--- src/rtl/gpl_pkg.sv ---
package gpl_pkg;
  typedef enum logic [1:0] {
    REG_AXCFG = 2'd0,
    REG_TRIG  = 2'd1,
    REG_HWCFG = 2'd2,
    REG_NONE  = 2'd3
  } reg_sel_e;

  localparam int unsigned DIV_FULL = 1;
  localparam int unsigned DIV_HALF = 2;
  localparam int unsigned DIV_SLOW = 20;
  localparam int unsigned DIV_SLOWEST = 200;

  function automatic int unsigned rate_div(input logic [1:0] code);
    case (code)
      2'b00:   return DIV_FULL;
      2'b10:   return DIV_HALF;
      2'b01:   return DIV_SLOW;
      default: return DIV_SLOWEST;
    endcase
  endfunction
endpackage

--- src/rtl/gpl_prescaler.sv ---
module gpl_prescaler
  import gpl_pkg::*;
#(
  parameter int unsigned PW = $clog2(DIV_SLOWEST) + 1
) (
  input  logic       clk,
  input  logic       rst,
  input  logic       restart,
  input  logic       run,
  input  logic [1:0] code,
  output logic       tick
);
  localparam logic [PW-1:0] ONE = PW'(1);

  logic [PW-1:0] pre_q;
  logic [PW-1:0] last;

  assign last = PW'(rate_div(code)) - ONE;
  assign tick = run && !restart && (pre_q >= last);

  always_ff @(posedge clk) begin
    if (rst)          pre_q <= '0;
    else if (restart) pre_q <= '0;
    else if (run) begin
      if (pre_q >= last) pre_q <= '0;
      else               pre_q <= pre_q + ONE;
    end
  end

  // phase counter never runs past the slowest divisor
  p_pre_bound_r5: assert property (@(posedge clk) disable iff (rst)
    pre_q < PW'(DIV_SLOWEST));
endmodule

--- src/rtl/gpl_axis_counter.sv ---
module gpl_axis_counter #(
  parameter int unsigned CW = 16
) (
  input  logic          clk,
  input  logic          rst,
  input  logic          start,
  input  logic          enable,
  input  logic          tick,
  input  logic          comp,
  output logic          busy,
  output logic [CW-1:0] latch
);
  localparam logic [CW-1:0] MAXV = {CW{1'b1}};

  logic [CW-1:0] cnt_q;

  always_ff @(posedge clk) begin
    if (rst) begin
      cnt_q <= '0;
      busy  <= 1'b0;
      latch <= '0;
    end else if (start) begin
      cnt_q <= '0;
      busy  <= enable;
    end else if (busy && tick) begin
      if (!comp || cnt_q == MAXV) begin
        busy  <= 1'b0;
        latch <= cnt_q;
      end else begin
        cnt_q <= cnt_q + 1'b1;
      end
    end
  end

  // while an axis is timing, its count never goes backwards
  p_cnt_mono_r4: assert property (@(posedge clk) disable iff (rst)
    (busy && !start) |=> (cnt_q >= $past(cnt_q)));

  // a saturated count finishes on the next tick holding full scale
  p_sat_stop_r7: assert property (@(posedge clk) disable iff (rst)
    (busy && !start && tick && cnt_q == MAXV) |=> (!busy && latch == MAXV));

  // a disabled axis does not alter its latch
  p_hold_r10: assert property (@(posedge clk) disable iff (rst)
    (!busy && !(start && enable)) |=> $stable(latch));
endmodule

--- src/rtl/gameport_axis_latch.sv ---
module gameport_axis_latch
  import gpl_pkg::*;
#(
  parameter int unsigned CNT_W = 16
) (
  input  logic             clk,
  input  logic             rst,
  input  logic             wr_en,
  input  logic [1:0]       wr_addr,
  input  logic [7:0]       wr_data,
  input  logic [3:0]       comp,
  output logic [7:0]       axis_cfg_rd,
  output logic [7:0]       hw_cfg_rd,
  output logic [CNT_W-1:0] axis_value,
  output logic             irq
);
  localparam int unsigned NAX = 4;

  logic [6:0] axcfg_q;
  logic [2:0] hwcfg_q;
  logic       ready_q;
  logic       meas_q;
  logic       irq_q;
  logic [CNT_W-1:0] val_q;

  logic [NAX-1:0]            busy;
  logic [NAX-1:0][CNT_W-1:0] lat;
  logic wr_trig, done_evt, start, tick;

  assign wr_trig  = wr_en && (wr_addr == REG_TRIG);
  assign done_evt = meas_q && (busy == '0);
  assign start    = wr_trig || (done_evt && axcfg_q[6]);

  always_ff @(posedge clk) begin
    if (rst) begin
      axcfg_q <= '0;
      hwcfg_q <= '0;
      ready_q <= 1'b0;
      meas_q  <= 1'b0;
      irq_q   <= 1'b0;
      val_q   <= '0;
    end else begin
      if (wr_en && wr_addr == REG_AXCFG) axcfg_q <= wr_data[6:0];
      if (wr_en && wr_addr == REG_HWCFG) hwcfg_q <= wr_data[2:0];
      if (wr_trig) begin
        meas_q  <= 1'b1;
        ready_q <= 1'b0;
      end else if (done_evt) begin
        meas_q  <= axcfg_q[6];
        ready_q <= 1'b1;
      end
      irq_q <= done_evt && hwcfg_q[0] && (axcfg_q[3:0] != '0);
      val_q <= lat[axcfg_q[5:4]];
    end
  end

  gpl_prescaler u_pre (
    .clk(clk), .rst(rst), .restart(start), .run(meas_q),
    .code(hwcfg_q[2:1]), .tick(tick)
  );

  for (genvar i = 0; i < NAX; i++) begin : g_axis
    gpl_axis_counter #(.CW(CNT_W)) u_cnt (
      .clk(clk), .rst(rst), .start(start), .enable(axcfg_q[i]),
      .tick(tick), .comp(comp[i]), .busy(busy[i]), .latch(lat[i])
    );
  end

  assign axis_cfg_rd = {ready_q, axcfg_q};
  assign hw_cfg_rd   = {5'b0, hwcfg_q};
  assign axis_value  = val_q;
  assign irq         = irq_q;

  // a trigger write leaves ready low on the next cycle
  p_ready_clear_r8: assert property (@(posedge clk) disable iff (rst)
    wr_trig |=> !ready_q);

  // interrupt is a single-cycle pulse
  p_irq_pulse_r9: assert property (@(posedge clk) disable iff (rst)
    irq_q |=> !irq_q);

  // interrupt only with enable set in the cycle before
  p_irq_gate_r9: assert property (@(posedge clk) disable iff (rst)
    irq_q |-> $past(hwcfg_q[0]));

  // an interrupt is always followed by ready or a live measurement
  p_irq_state_r12: assert property (@(posedge clk) disable iff (rst)
    irq_q |-> (ready_q || meas_q));
endmodule

--- config.mk ---
export PLATFORM = sky130hd
export DESIGN_NAME = gameport_axis_latch
export DESIGN_NICKNAME = d
export VERILOG_FILES = /design/src/rtl/gpl_pkg.sv /design/src/rtl/gpl_prescaler.sv /design/src/rtl/gpl_axis_counter.sv /design/src/rtl/gameport_axis_latch.sv
export SDC_FILE = /design/constraint.sdc
export NUM_CORES = 1
export LEC_CHECK = 0
export BUFFER_PORTS_ARGS = -buffer_cell sky130_fd_sc_hd__buf_2
export CORE_AREA = 10 10 186 188
export CTS_BUF_LIST = sky130_fd_sc_hd__clkbuf_4 sky130_fd_sc_hd__clkbuf_8
export CTS_CLUSTER_SIZE = 14
export DETAILED_ROUTE_END_ITERATION = 6
export DIE_AREA = 0 0 196 198
export PLACE_DENSITY_LB_ADDON = 0.1
export SLEW_MARGIN = 5
export SYNTH_ARGS = -nofsm -noshare
export SYNTH_HDL_FRONTEND = slang
export SYNTH_SLANG_ARGS = --single-unit
--- constraint.sdc ---
create_clock -name clk -period 3.6 [get_ports clk]
set_input_delay 0.18 -clock clk [delete_from_list [all_inputs] [get_ports clk]]
set_output_delay 0.18 -clock clk [all_outputs]
set_load 0.05 [all_outputs]
# Yosys cells after proc, flatten, opt, wreduce, memory -nomap -nowiden
# Cells that the tools add are included.
# op_classes
addsub	6
n_lt_le_gt_ge	2
eq_ne	8
mux	18
n_bitwise	5
reduce_logical	50
# op_table
operator	count
adder 16 x 1 -> 16 bit (second input constant)	4
equality test 16 bit (second input constant)	4
binary-select mux 16 bit (select 2 bit)	1
case mux 8 bit (3 select lines)	1
nonzero test 2 bit	9
two-way mux 16 bit	1
AND reduction 2 bit	8
two-way mux 1 bit	14
logical AND 1 bit	13
AND reduction 3 bit	4
adder 9 x 1 -> 9 bit (second input constant)	1
greater-or-equal comparator 9 bit	1
two-way mux 9 bit	1
subtractor 8 x 1 -> 9 bit (second input constant)	1
logical NOT 1 bit	5
logical OR 1 bit	5
inverter 1 bit	5
equality test 2 x 1 -> 1 bit (second input constant)	2
equality test 2 bit (second input constant)	2
logical NOT 2 bit	2
logical NOT 4 bit	1
nonzero test 4 bit	1
OR reduction 2 bit	2
< comparator 2 x 3 -> 1 bit (second input constant)	1
# word_totals
regBits	170
elab_cells	108

# Longest topological paths before layout
# depth
ltp_word	10
ltp_mapped	13
depth_no_buf	10

# By module
# Synthesis repeated with hierarchy kept, for this count alone.
# unflattened
cells_unflattened	909
area_unflattened_um2	8498.2
# by_module_without_submodules
mod	n_inst	cells_per_inst	area_each_um2	seq_area_each_um2
gpl_axis_counter	4	173	1606.5	660.6
gameport_axis_latch	1	137	1433.9	580.6
gpl_prescaler	1	80	638.1	180.2

# Worst setup path after synthesis
# Ideal clock, no wire load.
# synth_timing
path_kind	register to register
startpoint	reg hwcfg_q[2]
endpoint	reg g_axis[0].u_cnt.cnt_q[11]
setup_ps	132
t_arrival_ps	3096
slack_ps	371
path_stages_with_launch	13
path_buffers	3
period_less_slack_ps	3229
path_cell_list	dfxtp_1 or2_2 ha_1 ha_1 nand2b_1 a211oi_1 nor4_2 or4_1 buf_2 buf_6 buf_2 o31ai_1 a21oi_1
# synth_between
elab_chain_len	7
elab_cells_between_ends	9
# synth_lines
element	line	text
from (decl)	gameport_axis_latch.sv:20	logic [2:0] hwcfg_q;
from (signal assigned)	gameport_axis_latch.sv:44	if (wr_en && wr_addr == REG_HWCFG) hwcfg_q <= wr_data[2:0];
equality test 2 x 1 -> 1 bit (tied with other cells)	gpl_pkg.sv:15	case (code)
case mux 8 bit (3 select lines) *	gpl_pkg.sv:15	
subtractor 8 x 1 -> 9 bit *	gpl_prescaler.sv:18	assign last = PW'(rate_div(code)) - ONE;
greater-or-equal comparator 9 bit *	gpl_prescaler.sv:19	assign tick = run && !restart && (pre_q >= last);
logical AND 1 bit *	gpl_prescaler.sv:19	
logical AND 1 bit *	gpl_axis_counter.sv:25	end else if (busy && tick) begin
AND reduction 2 bit (no line) *	n/a	
to (signal assigned)	gpl_axis_counter.sv:30	cnt_q <= cnt_q + 1'b1;
to (decl)	gpl_axis_counter.sv:15	logic [CW-1:0] cnt_q;
# Mark *: on every way between the ends. The rest lies on a longest branch, timed or not.
# A chain may end at the register's enable or synchronous reset.

# Worst setup path after layout
# layout_timing
startpoint	reg hwcfg_q[2]
endpoint	reg g_axis[0].u_cnt.cnt_q[10]
# The elaborated chain is that of the path after synthesis.

==> run metrics <==
clock sinks=170; post-place instance area=8240 um2; combinational share of power=0.055; crit share post-route=0.9057; internal power=~2.5 mW; pre-CTS setup slack=216.3 ps; Hold Vio Cnt, Final=0; Simple-Gate Fraction of Synth Area=0.2353; routability cong.=0.7301; commonest register cell after synthesis=dfxtp_1; final setup margin=about 340 ps; Fin Setup TNS=0 ps; Post-Syn Area per Cell=just over 9 um2; post-synthesis sequential area ratio=0.4475; Slew HR=0.3108; number of flops mapped to enable cells by yosys=0; RSZ-0062 raised after global routing=false; synthesized cell area=approximately 7600 um2; crit path kind=flip-flop to flip-flop; YS warnings=0; vias per cell=~4.6; startpoint types=flip-flop; register share of total power=0.551; switching pwr=slightly below 1 mW; global-route wire length before repair=around 35000 um; core area=a little over 30000 um2; Antenna Cells=0; highest net fanout along the worst path=27; main combinational cell family by area after synthesis=simple AND/OR/NAND/NOR gates; DIE HEIGHT=198 um; FF+latch count, synth=170; instance count of the mapped netlist=roughly 830; Core Rows=65; status=complete, no violations; Worst Path Arrival=~3700 ps; max frequency=0.3067 GHz; total CTS buffers=17; Max H-tree Level=4; post-route cell area=approximately 8700 um2; mux share of post-synthesis cell area=0.1290; largest net degree at the start of global routing=56; ys async rst share=0; Post CTS Setup Buffer Count=0; DRT Pass-1 Iters=5; Max VDD drop=around 220 uV; Lkg Pwr=2.942 nW; adder-cell share of the synthesized area=0.02468; initial core utilization=0.2448; routed vias=about 6k; CTS root buffer=clkbuf_8; Routed WL per cell=about 17 um; Worst setup startpoint=hwcfg_q[2]; DIE AREA=38810 um2; initial antenna violation count=0; WP data required=between 4000 and 5000 ps; Slew Limit Fails=0; most frequent cells in the layout=dfxtp_1, nor2_1, nand2_1; commonest non-fill, non-tap cell in the layout=dfxtp_1; worst-margin pin slew=1032 ps; CTS Buffer Depth=2; max cap viols=0; total grt overflow=0; ANT nets after route=0; drt drc=0; Hold Path Class=primary input to flip-flop; IO Count=50; Synth cell types=49; R2R Path Start=hwcfg_q[2]; Initial DRC Count=~290; CP endpoint kind=flip-flop; global router's overall resource usage=0.1156; vias in the first global route=between 5k and 6k; CTS tree=done; Tmin final=around 3300 ps; Post-Route WL=about 22000 um; CTS clock-pin slew for the worst setup and hold paths=between 100 and 150 ps; Setup Skew=around 24 ps; Die X=between 150 and 200 um; hold wc startpoint=rst; xor/xnor share of the synthesized area=0.02188; Area Growth Syn to Fin=14.36%; PnR Total Power=approximately 3.4 mW; endpoints failing setup=0; complex-gate fraction of the synthesized area=0.1005; DP HPWL=approximately 16000 um; Clk network pwr share=0.394; I/O Buffers=43; share of post-route cells with drive strength above 1=0.1466; switching fraction of total power=0.2859; worst-skew pair later-pin latency=480 ps; Final nets=around 900; PD cells=~400 nW/um2
## power by group through the flow
stage	clock network, mW	logic [mW]	registers (mW)
global placement	0	0.189	1.94
finish	1.36	0.190	1.90
floorplan	0	0.122	1.94
CTS	1.42	0.194	1.90
global route	1.50	0.209	1.90
detailed placement	0	0.188	1.94
## through the flow
stage | cells | utilization | hold slack [ps]
global route | 1282 | 0.2799 | 58.73
detailed placement | 1243 | 0.2652 | 419.7
CTS | 1282 | 0.2798 | 54.16
floorplan | 836 | - | 323.9
global placement | 1243 | 0.2652 | 419.5
finish | 1282 | 0.2799 | 88.53
## final timing paths
path	slack, ps	depth (start not counted)	endpoint
worst max-delay path	340	10	g_axis[0].u_cnt.cnt_q[10]
worst min-delay path	90	4	g_axis[0].u_cnt.cnt_q[8]
worst max register to register	340	10	g_axis[0].u_cnt.cnt_q[10]
worst min register to register	470	2	g_axis[3].u_cnt.latch[0]
## state kept, by name, summed over array words and instances, names as in the netlist, 3 cells and up
| register | flops |
|---|---|
| axcfg_q | 7 |
| g_axis.u_cnt.busy | 4 |
| g_axis.u_cnt.latch | 64 |
| hwcfg_q | 3 |
| axis_value | 16 |
| g_axis.u_cnt.cnt_q | 64 |
| u_pre.pre_q | 9 |
## cell type report
| class | count | area (um2) |
|---|---|---|
| Tap cell | 402 | 503.0 |
| Inverter | 5 | 18.77 |
| Clock inverter | 15 | 147.6 |
| Fill cell | 3343 | 22370 |
| Sequential cell | 170 | 3403 |
| Clock buffer | 17 | 234.0 |
| Multi-Input combinational cell | 604 | 3960 |
| Timing Repair Buffer | 69 | 430.4 |
## synth_stat cells, types with 12 or more instances
| master | instances | area (um2) |
|---|---|---|
| buf_4 | 12 | 90.09 |
| mux4_2 | 16 | 360.4 |
| nor2b_1 | 17 | 106.4 |
| nand3_1 | 31 | 155.2 |
| ha_1 | 15 | 187.7 |
| o31ai_1 | 14 | 105.1 |
| clkbuf_1 | 25 | 93.84 |
| nor2_1 | 102 | 382.9 |
| dfxtp_1 | 170 | 3403 |
| o21ai_0 | 33 | 165.2 |
| xnor2_1 | 13 | 113.9 |
| or4_1 | 17 | 127.6 |
| mux2i_1 | 62 | 620.6 |
| nand4_1 | 16 | 100.1 |
| nand2_1 | 84 | 315.3 |
| or3_1 | 26 | 162.7 |
| a21oi_1 | 63 | 315.3 |
## kinds of logic after synthesis
kind of cell,after synthesis
adders and majority gates,15
DFF,170
xor gates and xnor gates,19
and+or+nand+nor,353
AOI/OAI and AO/OA,132
muxes,78
other,2
buffers and inverters,62
## routing by layer
layer	share of wire	GRT usage	vias to the layer above
met5	0	0	-
met4	0.0078	0.02800	0
met3	0.034	0.02131	11
met2	0.46	0.1824	69
met1	0.50	0.1590	2828
li1	-	-	3026
## critical path, stage by stage, from the launching register on
cell      delay (ps)
dfxtp_1          370
or2_2            330
ha_1             280
ha_1             290
nand2b_1          70
a211oi_2         320
nor4_4           140
or4_1            540
buf_4            230
or4_1            480
a21oi_1          140
## timing repair
| item | 4_1_cts | 5_1_grt |
|---|---|---|
| endpoints found under the hold margin | 10 | 0 |
| setup endpoints to repair | 0 | 1 |
| gates resized for setup | 0 | 1 |
| hold buffers | 7 | 0 |
Note: power is estimated with default switching activity, not from simulation.
